==> src/rtl/tmr_pkg.sv <==
package tmr_pkg;
    localparam int NGR   = 4;
    localparam int NPIN  = 2;
    localparam int NFLAG = NGR + 1;
    localparam int AW    = 4;

    localparam logic [AW-1:0] ADR_CTRL  = 4'd0;
    localparam logic [AW-1:0] ADR_MODE  = 4'd1;
    localparam logic [AW-1:0] ADR_IOCTL = 4'd2;
    localparam logic [AW-1:0] ADR_IEN   = 4'd3;
    localparam logic [AW-1:0] ADR_STAT  = 4'd4;
    localparam logic [AW-1:0] ADR_COUNT = 4'd5;

    typedef enum logic [2:0] {
        CLR_NONE = 3'd0, CLR_A = 3'd1, CLR_B = 3'd2, CLR_SYNC = 3'd3,
        CLR_C = 3'd5, CLR_D = 3'd6
    } clr_sel_e;

    typedef struct packed {
        clr_sel_e    clr;
        logic [1:0]  edge_sel;
        logic [2:0]  psc;
    } ctrl_t;

    function automatic logic act_is_out(input logic [3:0] c);
        return !c[3] && (c[1:0] != 2'd0);
    endfunction

    function automatic logic act_is_cap(input logic [3:0] c);
        return c[3] && (c[2:0] <= 3'd2);
    endfunction
endpackage

==> src/rtl/tmr_prescale.sv <==
module tmr_prescale
    import tmr_pkg::*;
(
    input  logic       clk,
    input  logic       rst,
    input  logic       run,
    input  logic [2:0] psc,
    input  logic [1:0] edge_sel,
    input  logic       ext_clk,
    output logic       tick
);
    localparam int PRE_W = 6;
    logic [PRE_W-1:0] pre;
    logic [2:0]       ext_q;
    logic             int_t, ext_t;

    always_ff @(posedge clk) begin
        if (rst) begin
            pre   <= '0;
            ext_q <= '0;
        end else begin
            pre   <= pre + 1'b1;
            ext_q <= {ext_q[1:0], ext_clk};
        end
    end

    always_comb begin
        case (psc[1:0])
            2'd0:    int_t = 1'b1;
            2'd1:    int_t = &pre[1:0];
            2'd2:    int_t = &pre[3:0];
            default: int_t = &pre[5:0];
        endcase
        case (edge_sel)
            2'd0:    ext_t = ext_q[1] & ~ext_q[2];
            2'd1:    ext_t = ~ext_q[1] & ext_q[2];
            default: ext_t = ext_q[1] ^ ext_q[2];
        endcase
    end

    assign tick = run & (psc[2] ? ext_t : int_t);
endmodule

==> src/rtl/tmr_pin.sv <==
module tmr_pin
    import tmr_pkg::*;
(
    input  logic       clk,
    input  logic       rst,
    input  logic [3:0] code,
    input  logic       cfg_wr,
    input  logic [3:0] cfg_code,
    input  logic       match,
    input  logic       pin_in,
    output logic       pin_out,
    output logic       cap
);
    logic [2:0] in_q;
    logic       rise, fall;

    always_ff @(posedge clk) begin
        if (rst) in_q <= '0;
        else     in_q <= {in_q[1:0], pin_in};
    end

    assign rise = in_q[1] & ~in_q[2];
    assign fall = ~in_q[1] & in_q[2];

    always_comb begin
        cap = 1'b0;
        if (act_is_cap(code)) begin
            case (code[1:0])
                2'd0:    cap = rise;
                2'd1:    cap = fall;
                default: cap = rise | fall;
            endcase
        end
    end

    always_ff @(posedge clk) begin
        if (rst) begin
            pin_out <= 1'b0;
        end else if (cfg_wr) begin
            if (act_is_out(cfg_code)) pin_out <= cfg_code[2];
        end else if (match && act_is_out(code)) begin
            case (code[1:0])
                2'd1:    pin_out <= 1'b0;
                2'd2:    pin_out <= 1'b1;
                default: pin_out <= ~pin_out;
            endcase
        end
    end
endmodule

==> src/rtl/tmr_chan.sv <==
module tmr_chan
    import tmr_pkg::*;
#(
    parameter int CH_IDX = 0,
    parameter int NCH    = 8,
    parameter int CW     = 16
) (
    input  logic           clk,
    input  logic           rst,
    input  logic [NCH-1:0] run_bits,
    input  logic           sync_clr,
    input  logic           ext_clk,
    input  logic           wr_en,
    input  logic           rd_en,
    input  logic [3:0]     addr,
    input  logic [CW-1:0]  wdata,
    output logic [CW-1:0]  rdata,
    input  logic           pin_a_in,
    input  logic           pin_b_in,
    output logic           pin_a_out,
    output logic           pin_b_out,
    output logic           irq
);
    ctrl_t            ctrl;
    logic [7:0]       mode_r, ioctl, ien;
    logic [CW-1:0]    cnt;
    logic [CW-1:0]    gen [NGR];
    logic [NFLAG-1:0] st, arm;
    logic             tick, clr_hit, ovf_ev, run;
    logic [NGR-1:0]   hit, cap_all, cmp_ok;
    logic [NPIN-1:0]  pin_in_v, pin_out_v;
    logic             gen_sel, wr_cnt, wr_io, wr_st, rd_st;
    logic [CW-1:0]    rd_mux;
    logic             unused_run;

    assign run        = run_bits[CH_IDX];
    assign unused_run = ^run_bits;
    assign gen_sel    = (addr[3:2] == 2'b10);
    assign wr_cnt     = wr_en && addr == ADR_COUNT;
    assign wr_io      = wr_en && addr == ADR_IOCTL;
    assign wr_st      = wr_en && addr == ADR_STAT;
    assign rd_st      = rd_en && addr == ADR_STAT;
    assign pin_in_v   = {pin_b_in, pin_a_in};

    tmr_prescale u_pre (
        .clk(clk), .rst(rst), .run(run), .psc(ctrl.psc),
        .edge_sel(ctrl.edge_sel), .ext_clk(ext_clk), .tick(tick)
    );

    for (genvar g = 0; g < NGR; g++) begin : g_gr
        assign hit[g] = tick && (cnt == gen[g]) && cmp_ok[g];
        if (g < NPIN) begin : g_pin
            localparam int LSB = (NPIN - 1 - g) * 4;
            assign cmp_ok[g] = !act_is_cap(ioctl[LSB +: 4]);
            tmr_pin u_pin (
                .clk(clk), .rst(rst), .code(ioctl[LSB +: 4]),
                .cfg_wr(wr_io), .cfg_code(wdata[LSB +: 4]),
                .match(hit[g]), .pin_in(pin_in_v[g]),
                .pin_out(pin_out_v[g]), .cap(cap_all[g])
            );
        end else begin : g_cmp
            assign cmp_ok[g]  = 1'b1;
            assign cap_all[g] = 1'b0;
        end
    end

    assign pin_a_out = pin_out_v[0];
    assign pin_b_out = pin_out_v[1];

    always_comb begin
        case (ctrl.clr)
            CLR_A:    clr_hit = hit[0];
            CLR_B:    clr_hit = hit[1];
            CLR_SYNC: clr_hit = tick && sync_clr;
            CLR_C:    clr_hit = hit[2];
            CLR_D:    clr_hit = hit[3];
            default:  clr_hit = 1'b0;
        endcase
    end

    assign ovf_ev = tick && !clr_hit && !wr_cnt && (cnt == '1);

    always_ff @(posedge clk) begin
        if (rst) begin
            ctrl   <= '{clr: CLR_NONE, edge_sel: 2'd0, psc: 3'd0};
            mode_r <= '0;
            ioctl  <= '0;
            ien    <= '0;
            cnt    <= '0;
            for (int i = 0; i < NGR; i++) gen[i] <= '0;
        end else begin
            if (wr_en && addr == ADR_CTRL) ctrl <= ctrl_t'(wdata[7:0]);
            if (wr_en && addr == ADR_MODE) mode_r <= wdata[7:0];
            if (wr_io) ioctl <= wdata[7:0];
            if (wr_en && addr == ADR_IEN) ien <= wdata[7:0];
            if (wr_cnt)       cnt <= wdata;
            else if (tick)    cnt <= clr_hit ? '0 : cnt + 1'b1;
            for (int i = 0; i < NGR; i++) begin
                if (wr_en && gen_sel && addr[1:0] == 2'(i)) gen[i] <= wdata;
                else if (cap_all[i])                        gen[i] <= cnt;
            end
        end
    end

    always_ff @(posedge clk) begin
        if (rst) begin
            st  <= '0;
            arm <= '0;
        end else begin
            for (int i = 0; i < NFLAG; i++) begin
                if (i < NGR ? (hit[i] | cap_all[i]) : ovf_ev) st[i] <= 1'b1;
                else if (wr_st && arm[i] && !wdata[i])          st[i] <= 1'b0;
            end
            if (wr_st)      arm <= '0;
            else if (rd_st) arm <= st;
        end
    end

    always_comb begin
        rd_mux = '0;
        if (gen_sel) rd_mux = gen[addr[1:0]];
        else begin
            case (addr)
                ADR_CTRL:  rd_mux[7:0] = ctrl;
                ADR_MODE:  rd_mux[7:0] = mode_r;
                ADR_IOCTL: rd_mux[7:0] = ioctl;
                ADR_IEN:   rd_mux[7:0] = ien;
                ADR_STAT:  rd_mux[7:0] = {3'b100, st};
                ADR_COUNT: rd_mux = cnt;
                default:   rd_mux = '0;
            endcase
        end
    end

    always_ff @(posedge clk) begin
        if (rst)        rdata <= '0;
        else if (rd_en) rdata <= rd_mux;
    end

    assign irq = |(st & ien[NFLAG-1:0]);
endmodule

==> config.mk <==
export PLATFORM = sky130hd
export DESIGN_NAME = tmr_chan
export DESIGN_NICKNAME = d
export VERILOG_FILES = /design/src/rtl/tmr_pkg.sv /design/src/rtl/tmr_prescale.sv /design/src/rtl/tmr_pin.sv /design/src/rtl/tmr_chan.sv
export SDC_FILE = /design/constraint.sdc
export NUM_CORES = 1
export LEC_CHECK = 0
export ABC_AREA = 0
export CORE_MARGIN = 2
export CORE_UTILIZATION = 39
export CTS_CLUSTER_DIAMETER = 150
export DETAILED_ROUTE_END_ITERATION = 10
export GPL_TIMING_DRIVEN = 0
export HOLD_SLACK_MARGIN = 0.02
export PLACE_DENSITY = 0.67
export RECOVER_POWER = 100
export SYNTH_ARGS = -nofsm -noshare
export SYNTH_HDL_FRONTEND = slang
export SYNTH_SLANG_ARGS = --single-unit
==> constraint.sdc <==
create_clock -name clk -period 3.9 [get_ports clk]
set_clock_uncertainty 0.05 [all_clocks]
set_input_delay 0.39 -clock clk [delete_from_list [all_inputs] [get_ports clk]]
set_output_delay 0.39 -clock clk [all_outputs]
set_load 0.03 [all_outputs]
==> metrics, run 1 <==
status finished, violations left; violated checks max-capacitance violations, max-slew violations; Syn. warnings 0; CTS buffer count 17; Max-slew headroom -13.2%; Slew Limit Fails 17; layout cells sized above 1 8.82%; Worst Hold Class reg2reg; Unique masters post-synth 58; Yosys reg bits 155; Max Root-Sink Buffers 2; LEAKAGE 3.67 nW; cells after synthesis 875; gpl congestion 0.982; WP data arrival 3.76 ns; Resized cells post-CTS 0; Syn-to-layout area delta 15.9%; Critical Path Start u_pre.pre[0]; most frequent cell after synthesis nor2_1; All-Layer GR Usage 25.0%; # hold bufs at CTS 0; CP endpoint kind register; number of enable flip-flop cells after synthesis 64; number of setup buffers added after CTS 0; largest vdd supply drop 0.290 mV; antenna-violating nets left 0; RSZ-0062 raised after global routing false; Max FO, Critical Path 10; Total Power 0.00392 W; number of max-cap violations 1; worst-margin pin slew 1.70 ns; Root Buffer clkbuf_16; worst hold margin 0.388 ns; Final #Nets 989; drt total wl 27700 um; Synth top area share 22.7%; H-Tree Depth 4; Final Critical Period 3.50 ns; Vias 7257; worst-skew pair later-pin latency 0.44 ns; drt initial violations 1158; drt pass-1 iters 6; HPWL Detailed 19700 um; vias per cell 5.91; Setup Crit Path Kind reg2reg; Synth Flop Type dfxtp_1; Mapped Area 8460 sq um; vias in the first global route 6883; number of antenna diodes 0; Synth area leaders edfxtp_1 23%, dfxtp_1 22%, mux2i_1 5.3%; Post-Syn Area per Cell 9.66 sq um; area of the die 22900 sq um; CP startpoint kind register; final core occ 46.3%; Ports 55; crit-path max cell delay 0.91 ns; CTS tree done; final setup vio count 0; Port Buf Inserts 43; Worst Path Required 4.16 ns; Final Hold Viols 0; Post-synth ARST share 0%; Most common cell on crit path nor2_1; global-route wire length before repair 41700 um; DRC 0; crit-path cells ha_1, and3_1, a311o_1, o2111ai_1, nor2_1, a21boi_4, buf_6, a222oi_1, nor2_1; PD cells 400 nW/um^2; largest net degree at the start of global routing 17; hold path start u_pre.ext_q[0]; Clock Sinks 155; Mapped Nets 925; core box area 21200 sq um; f_max 286 MHz; Die X 151 um; reg-to-reg startpoint u_pre.pre[0]; sequential area share after synthesis 44.3%; post-synth top area cell edfxtp_1; DR WL/cell 22.6 um; antenna violations before repair 0; TNS Setup 0 ns; FP Rows 53; Worst-path clk slew 0.07 ns; Die Height 151 um; Initial Util 40.0%; Overflow after GRT 0; final period utilization 89.8%; Post-synth top cells 113 x nor2_1, 91 x dfxtp_1, 69 x nand2_1; slowest CP cell o2111ai_1
-- worst paths after layout --
kind	to	slack, ns	cells past startpoint
max	cnt[4]	0.40	9
min reg2reg	u_pre.ext_q[1]	0.39	1
max reg2reg	cnt[4]	0.40	9
min	u_pre.ext_q[1]	0.39	1
-- per-layer routing --
| metal | global-route usage (%) | routed length [um] | up-vias |
|---|---|---|---|
| met5 | 0 | 0 | - |
| met4 | 9.02 | 851 | 0 |
| met2 | 37.9 | 12100 | 443 |
| met1 | 34.7 | 11500 | 3501 |
| met3 | 6.42 | 3170 | 65 |
| li1 | - | - | 3248 |
-- worst max-delay path, delay by kind of cell, from the launching register on --
family / cells / cell delay, ns
adders and majority gates: 1 / 0.24
DFF: 1 / 0.33
AOI/OAI and AO/OA: 4 / 1.87
buffers and inverters: 1 / 0.17
and+or+nand+nor: 3 / 0.71
-- flip-flops by register name (all words and copies together), names as in the netlist --
signal	count
arm	5
cnt	16
ctrl	8
g_gr.g_pin.u_pin.in_q	6
g_gr.g_pin.u_pin.pin_out	2
gen	64
ien	8
ioctl	8
mode_r	8
rdata	16
st	5
u_pre.ext_q	3
u_pre.pre	6
-- logic make-up (layout without fill, tap and decap cells) --
family	after synthesis	count (layout)	share of synthesized area, %
adders and majority gates	14	14	2.07
xor gates and xnor gates	74	74	7.67
muxes	69	69	10.8
AOI/OAI and AO/OA	134	134	11.1
and+or+nand+nor	343	343	19.4
buffers and inverters	86	163	4.71
DFF	155	155	44.3
-- report_power, final --
part	leakage [nW]	switching [W]	internal [W]
sequential	1.37	0.0000446	0.00175
combinational	2.01	0.000275	0.000161
clock	0.291	0.000727	0.000963
total	3.67	0.00105	0.00287
-- through the flow --
| step | cells | worst slack (ns) | instance area [sq um] |
|---|---|---|---|
| CTS | 1227 | 0.841 | 9850 |
| detailed placement | 1195 | 0.429 | 9270 |
| finish | 1227 | 0.398 | 9800 |
| floorplan | 875 | 1.38 | 8460 |
| global placement | 1193 | 0.0991 | 9230 |
| global route | 1227 | 0.325 | 9800 |
-- area by class of cell --
class	instances	area (sq um)
buffer	70	330
inverter	16	60.1
clock inverter	11	104
sequential	155	3740
multi-input combinational	634	4300
timing repair buffer	45	438
fill	1976	11400
tap	275	344
clock buffer	21	483
-- layout by cell type, fill, tap and decap left out, types with 16 or more instances in the layout --
cell	instances
nand2_1	69
mux4_2	17
and2_0	22
nor2_1	114
clkbuf_16	19
clkdlybuf4s50_1	21
o21ai_0	21
a22oi_1	23
dfxtp_1	91
dlygate4sd3_1	22
xor2_1	34
a21oi_1	30
inv_1	16
edfxtp_1	64
mux2i_1	45
xnor2_1	40
nand3_1	38
clkbuf_1	48
nor3_1	27
No activity file was read; power rests on OpenSTA's default activity.
==> inputs of run 2 (changes only) <==
--- a/config.mk
+++ b/config.mk
@@ -6,12 +6,14 @@
 export NUM_CORES = 1
 export LEC_CHECK = 0
 export ABC_AREA = 0
+export ABC_CLOCK_PERIOD_IN_PS = 3900
 export CORE_MARGIN = 2
 export CORE_UTILIZATION = 39
 export CTS_CLUSTER_DIAMETER = 150
 export DETAILED_ROUTE_END_ITERATION = 10
 export GPL_TIMING_DRIVEN = 0
 export HOLD_SLACK_MARGIN = 0.02
+export MAX_ROUTING_LAYER = met4
 export PLACE_DENSITY = 0.67
 export RECOVER_POWER = 100
 export SYNTH_ARGS = -nofsm -noshare
==> run 2 against run 1 <==
Net effect:
- the flow still finishes with violations (max-capacitance violations, max-slew violations)
- via count down 0.80%
- routed wire length down 0.87%
- non-clock buffer count unchanged
- fmax down 1.3%
- worst setup slack worse by 0.047 ns
- clock power down 5%
- utilization down 0.11 points
- critical path type is now in2reg
- largest cell class unchanged
- highest routed layer unchanged
==> metrics, run 2 (synthesis gave the netlist of run 1 again) <==
status finished, violations left; violated checks max-capacitance violations, max-slew violations; hold path start u_pre.ext_q[0]; Worst Hold Class reg2reg; Max-slew headroom -12.3% (+0.90 points); max reg flops 64 (unchanged); commonest cells after routing, fill and taps aside 113 x nor2_1, 91 x dfxtp_1, 69 x nand2_1, 64 x edfxtp_1, 49 x clkbuf_1; antenna violations before repair 0 (unchanged); CP endpoint kind register; Hold Path Cell Cnt 1 (unchanged); worst-skew pair later-pin latency 0.44 ns (about the same); Overflow after GRT 0 (unchanged); largest register by flop count gen; reg-to-reg startpoint ioctl[4]; Clock Sinks 155 (unchanged); Worst-path clk slew 0.06 ns (about the same); DR WL/cell 22.4 um (-0.87%); Ports 55 (unchanged); drt pass-1 iters 6 (unchanged); TNS Setup 0 ns (unchanged); HPWL Detailed 19900 um (+0.81%); final core occ 46.2% (-0.11 points); worst r2r path cells 9 (unchanged); Crit path max-delay family buffers and inverters; WP data arrival 3.81 ns (+0.05 ns); Most common cell on crit path clkbuf_1; largest net degree at the start of global routing 17 (unchanged); CP startpoint kind primary input; core box area 21200 sq um (unchanged); Max FO, Critical Path 10 (unchanged); Slew Limit Fails 17 (unchanged); final setup vio count 0 (unchanged); # hold bufs at CTS 0 (unchanged); drt initial violations 1068 (-7.8%); global-route wire length before repair 41200 um (-1.4%); crit-path cells dlygate4sd3_1, clkbuf_1, buf_2, nand2_1, nor3_1, clkbuf_1, and2_0; number of antenna diodes 0 (unchanged); final period utilization 91.0% (+1.2 points); CTS tree done; Final Critical Period 3.55 ns (+0.0472 ns); Die Height 151 um (unchanged); Setup Crit Path Kind in2reg; drt total wl 27400 um (-0.87%); r2r setup slk 0.45 ns (+0.05 ns); Max Root-Sink Buffers 2 (unchanged); PD cells 392 nW/um^2 (-2.1%); worst-margin pin slew 1.68 ns (-0.0135 ns); Initial Util 40.0% (unchanged); commonest non-fill, non-tap cell in the layout nor2_1; gpl congestion 0.960 (-2.3%); LEAKAGE 3.66 nW (-0.22%); slowest CP cell nor3_1; FP Rows 53 (unchanged); Worst Hold End u_pre.ext_q[1]; Worst Path Required 4.16 ns (about the same); f_max 282 MHz (-1.3%); layout cells sized above 1 8.82% (unchanged); vias in the first global route 6771 (-1.6%); H-Tree Depth 4 (unchanged); DRC 0 (unchanged); Port Buf Inserts 43 (unchanged); top flop regs gen: 64 flops, cnt: 16 flops, rdata: 16 flops; WP depth 7 (-2); Die X 151 um (unchanged); area of the die 22900 sq um (unchanged); crit-path max cell delay 0.72 ns (-0.19 ns); Final Hold Viols 0 (unchanged); Vias 7199 (-0.80%); FF-to-FF End gen[0][14]; vias per cell 5.87 (-0.80%); RSZ-0062 raised after global routing false; number of setup buffers added after CTS 0 (unchanged); CP bufs+invs 4 (+3); Resized cells post-CTS 0 (unchanged); CTS buffer count 17 (unchanged); number of max-cap violations 1 (unchanged); Root Buffer clkbuf_16; antenna-violating nets left 0 (unchanged); Syn-to-layout area delta 15.7%; All-Layer GR Usage 25.5% (+0.48 points); largest vdd supply drop 0.288 mV (-0.41%); Final #Nets 989 (unchanged)
==> run 2: cell types whose count changed in the layout (fill, tap and decap cells not counted), sizes merged <==
cell,before,now
clkinv,3,4
clkinvlp,1,0
buf,26,28
inv,22,17
bufinv,1,0
clkbuf,67,71
==> run 2: how the worst max path moves through the flow <==
stage / from / to / slack [ns]
after floorplan: ioctl[0] / gen[1][0] / 1.38
after global placement: addr[0] / gen[3][9] / 0.11
after detailed placement: addr[0] / gen[3][13] / 0.44
after CTS: ioctl[1] / gen[1][10] / 0.83
after global routing: addr[0] / gen[3][10] / 0.31
final: addr[0] / gen[3][12] / 0.35
==> run 2: cell type report <==
class,count,area (sq um)
fillers,2003,11400
multi-input cells,634,4290
flip-flops and latches,155,3740
clock buffers,27,529
repair buffers,45,449
well taps,275,344
plain buffers,70,332
inverters,16,60.1
clock inverters,5,30.0
==> run 2: metrics by stage <==
step / hold slack [ns] / instances / cell area [sq um] / worst slack [ns] / total power [W]
floorplan: 0.363 / 875 / 8460 / 1.38 / 0.00208
global placement: 0.367 / 1193 / 9230 / 0.112 / 0.00225
detailed placement: 0.375 / 1195 / 9270 / 0.439 / 0.00226
CTS: 0.395 / 1227 / 9830 / 0.832 / 0.00382
global route: 0.410 / 1227 / 9780 / 0.306 / 0.00393
finish: 0.393 / 1227 / 9780 / 0.351 / 0.00383
==> run 2: layer usage <==
metal	vias to the layer above	GRT usage [%]	wire length (um)
li1	3255	-	-
met5	-	-	0
met1	3451	35.6	11900
met4	0	9.49	799
met3	72	5.00	2740
met2	421	36.7	12000
==> run 2: where the power goes <==
part	switching, W	internal (W)	total [W]
Combinational	0.000272	0.000162	0.000434
Clock	0.000673	0.000930	0.00160
Sequential	0.0000444	0.00175	0.00180
==> inputs of run 3 (changes only) <==
--- a/config.mk
+++ b/config.mk
@@ -7,9 +7,10 @@
 export LEC_CHECK = 0
 export ABC_AREA = 0
 export ABC_CLOCK_PERIOD_IN_PS = 3900
+export CORE_ASPECT_RATIO = 0.8
 export CORE_MARGIN = 2
 export CORE_UTILIZATION = 39
-export CTS_CLUSTER_DIAMETER = 150
+export CTS_CLUSTER_DIAMETER = 120
 export DETAILED_ROUTE_END_ITERATION = 10
 export GPL_TIMING_DRIVEN = 0
 export HOLD_SLACK_MARGIN = 0.02
==> run 3 against run 2 <==
Net effect:
- the flow still finishes with violations (max-capacitance violations, max-slew violations)
- critical path depth up 2
- clock power up 4%
- total power up 1.6%
- utilization down 0.51 points
- sequential power about the same
- die area about the same
- largest cell class unchanged
- cell count unchanged
- worst setup slack better by 0.023 ns
- fmax up 0.66%
- hold slack worse by 0.018 ns
==> metrics, run 3 (synthesis gave the netlist of run 1 again) <==
Max-slew headroom -11.1% (+1.2 points); largest register by flop count gen; number of max-cap violations 3 (+2); Gate power share 11.3% (about the same); Setup Crit Path Kind reg2reg; final period utilization 90.4% (-0.60 points); commonest non-fill, non-tap cell in the layout nor2_1; layout cells sized above 1 9.24% (+0.42 points); reg-to-reg startpoint gen[2][6]; core box area 21400 sq um (+1.4%); largest vdd supply drop 0.294 mV (+1.8%); Flop pwr share 46.1% (-0.8 points); Overflow after GRT 0 (unchanged); CTS tree done; # hold bufs at CTS 0 (unchanged); antenna-violating nets left 0 (unchanged); top flop regs gen: 64 flops, cnt: 16 flops, rdata: 16 flops; antenna violations before repair 0 (unchanged); drt pass-1 iters 7 (+1); FP Rows 48 (-9.4%); vias in the first global route 6637 (-2.0%); hold path start wdata[6]; Max FO, Critical Path 10 (unchanged); global-route wire length before repair 41000 um (-0.37%); worst-margin pin slew 1.65 ns (-0.0361 ns); NetSw 0.00107 W (+8.1%); FF-to-FF End cnt[11]; Die X 169 um (+11%); Worst Hold Class in2reg; H-Tree Depth 4 (unchanged); pre-CTS setup slack 0.253 ns (-0.186 ns); PD cells 397 nW/um^2 (+1.3%); Worst Hold End ioctl[6]; drt total wl 27500 um (+0.29%); area of the die 22900 sq um (about the same); gpl congestion 0.998 (+4.0%); Internal 0.00282 W (-0.66%); Initial Util 39.4% (-0.53 points); CP endpoint kind register; Worst Path Required 4.15 ns (about the same); number of setup buffers added after CTS 0 (unchanged); All-Layer GR Usage 25.2% (-0.33 points); worst setup margin 0.374 ns (+0.0232 ns); Slew Limit Fails 27 (+10); Final Critical Period 3.53 ns (-0.0232 ns); vias per cell 5.94 (+1.3%); largest net degree at the start of global routing 17 (unchanged); Max Root-Sink Buffers 2 (unchanged); worst-skew pair later-pin latency 0.44 ns (about the same); LEAKAGE 3.68 nW (+0.35%); Final Hold Viols 0 (unchanged); CTS buffer count 17 (unchanged); placed cell count 1195 (unchanged); fillers 2018 (+0.75%); DR WL/cell 22.4 um (+0.29%); Resized cells post-CTS 0 (unchanged); drt initial violations 1077 (+0.84%); max reg flops 64 (unchanged); footprint of the multi-input gates 4290 sq um (about the same); DRC 0 (unchanged); Clock Sinks 155 (unchanged); final setup vio count 0 (unchanged); Reg area 3740 sq um (unchanged); sw frac 27.5% (+1.6 points); WP data arrival 3.78 ns (-0.03 ns); Critical Path Start gen[2][6]; Die Height 136 um (-10%); Hold Path Cell Cnt 3 (+2); number of antenna diodes 0 (unchanged); worst r2r path cells 9 (unchanged); r2r setup slk 0.37 ns (-0.08 ns); RSZ-0062 raised after global routing false; commonest cells after routing, fill and taps aside 113 x nor2_1, 91 x dfxtp_1, 69 x nand2_1, 64 x edfxtp_1; status finished, violations left; f_max 284 MHz (+0.66%); CP startpoint kind register; Final #Nets 989 (unchanged); Vias 7293 (+1.3%); Syn-to-layout area delta 15.9%; violated checks max-capacitance violations, max-slew violations; fin cells 1227 (unchanged); Root Buffer clkbuf_16; Ports 55 (unchanged); Worst-path clk slew 0.07 ns (about the same); HPWL Detailed 19800 um (-0.48%); Clock Power Share 42.5% (+0.7 points); Port Buf Inserts 43 (unchanged)
-- run 3: cell count changes in the layout (fill, tap and decap cells not counted), moves of 2 or more --
cell | before | now
inv_4 | 1 | 4
inv_6 | 0 | 4
clkinv_2 | 3 | 1
clkinv_4 | 1 | 3
clkbuf_1 | 49 | 45
clkbuf_16 | 19 | 17
-- run 3: critical path: stages (launching register included) --
cell	delay, ns
edfxtp_1	0.41
xnor2_1	0.43
nand4_1	0.21
nor4_1	0.88
and3_1	0.26
a311o_1	0.31
a21boi_0	0.24
buf_6	0.21
a222oi_1	0.30
nor2_1	0.08
-- run 3: how the worst max path moves through the flow --
stage | depth (start not counted) | slack (ns) | end
3_5_place_dp | 7 | 0.25 | gen[3][6]
2_1_floorplan | 5 | 1.38 | gen[1][0]
4_1_cts | 7 | 0.68 | gen[3][6]
5_1_grt | 9 | 0.30 | cnt[11]
3_3_place_gp | 5 | -0.06 | gen[3][12]
6_report | 9 | 0.37 | cnt[11]
-- run 3: power groups by stage --
stage,sequential (W),clock (W),combinational [W]
after floorplan,0.00183,0,0.000245
after global placement,0.00183,0,0.000426
after detailed placement,0.00183,0,0.000436
after CTS,0.00179,0.00166,0.000438
after global routing,0.00180,0.00173,0.000464
final,0.00180,0.00166,0.000441
-- run 3: layout make-up --
| class | count | area share [%] |
|---|---|---|
| Timing Repair Buffer | 45 | 4.71 |
| Inverter | 16 | 0.613 |
| Multi-Input combinational cell | 634 | 43.8 |
| Clock inverter | 14 | 1.35 |
| Tap cell | 275 | 3.51 |
| Clock buffer | 18 | 4.48 |
| Sequential cell | 155 | 38.2 |
| Buffer | 70 | 3.38 |
-- run 3: layer usage --
| layer | routed length, um | GRT usage, % | vias to the layer above |
|---|---|---|---|
| met5 | 0 | - | - |
| met2 | 11300 | 34.2 | 475 |
| met4 | 687 | 8.09 | 0 |
| li1 | - | - | 3258 |
| met1 | 11800 | 35.4 | 3499 |
| met3 | 3750 | 8.12 | 61 |
-- run 3: per-stage QoR --
stage	instance area (sq um)	setup TNS, ns	power, W	util, %	hold WS [ns]
final	9800	0	0.00389	45.7	0.375
after global routing	9800	0	0.00400	45.7	0.410
after CTS	9850	0	0.00389	45.9	0.377
after detailed placement	9280	0	0.00227	43.3	0.378
after global placement	9230	-0.927	0.00225	43.0	0.366
after floorplan	8460	0	0.00208	-	0.363
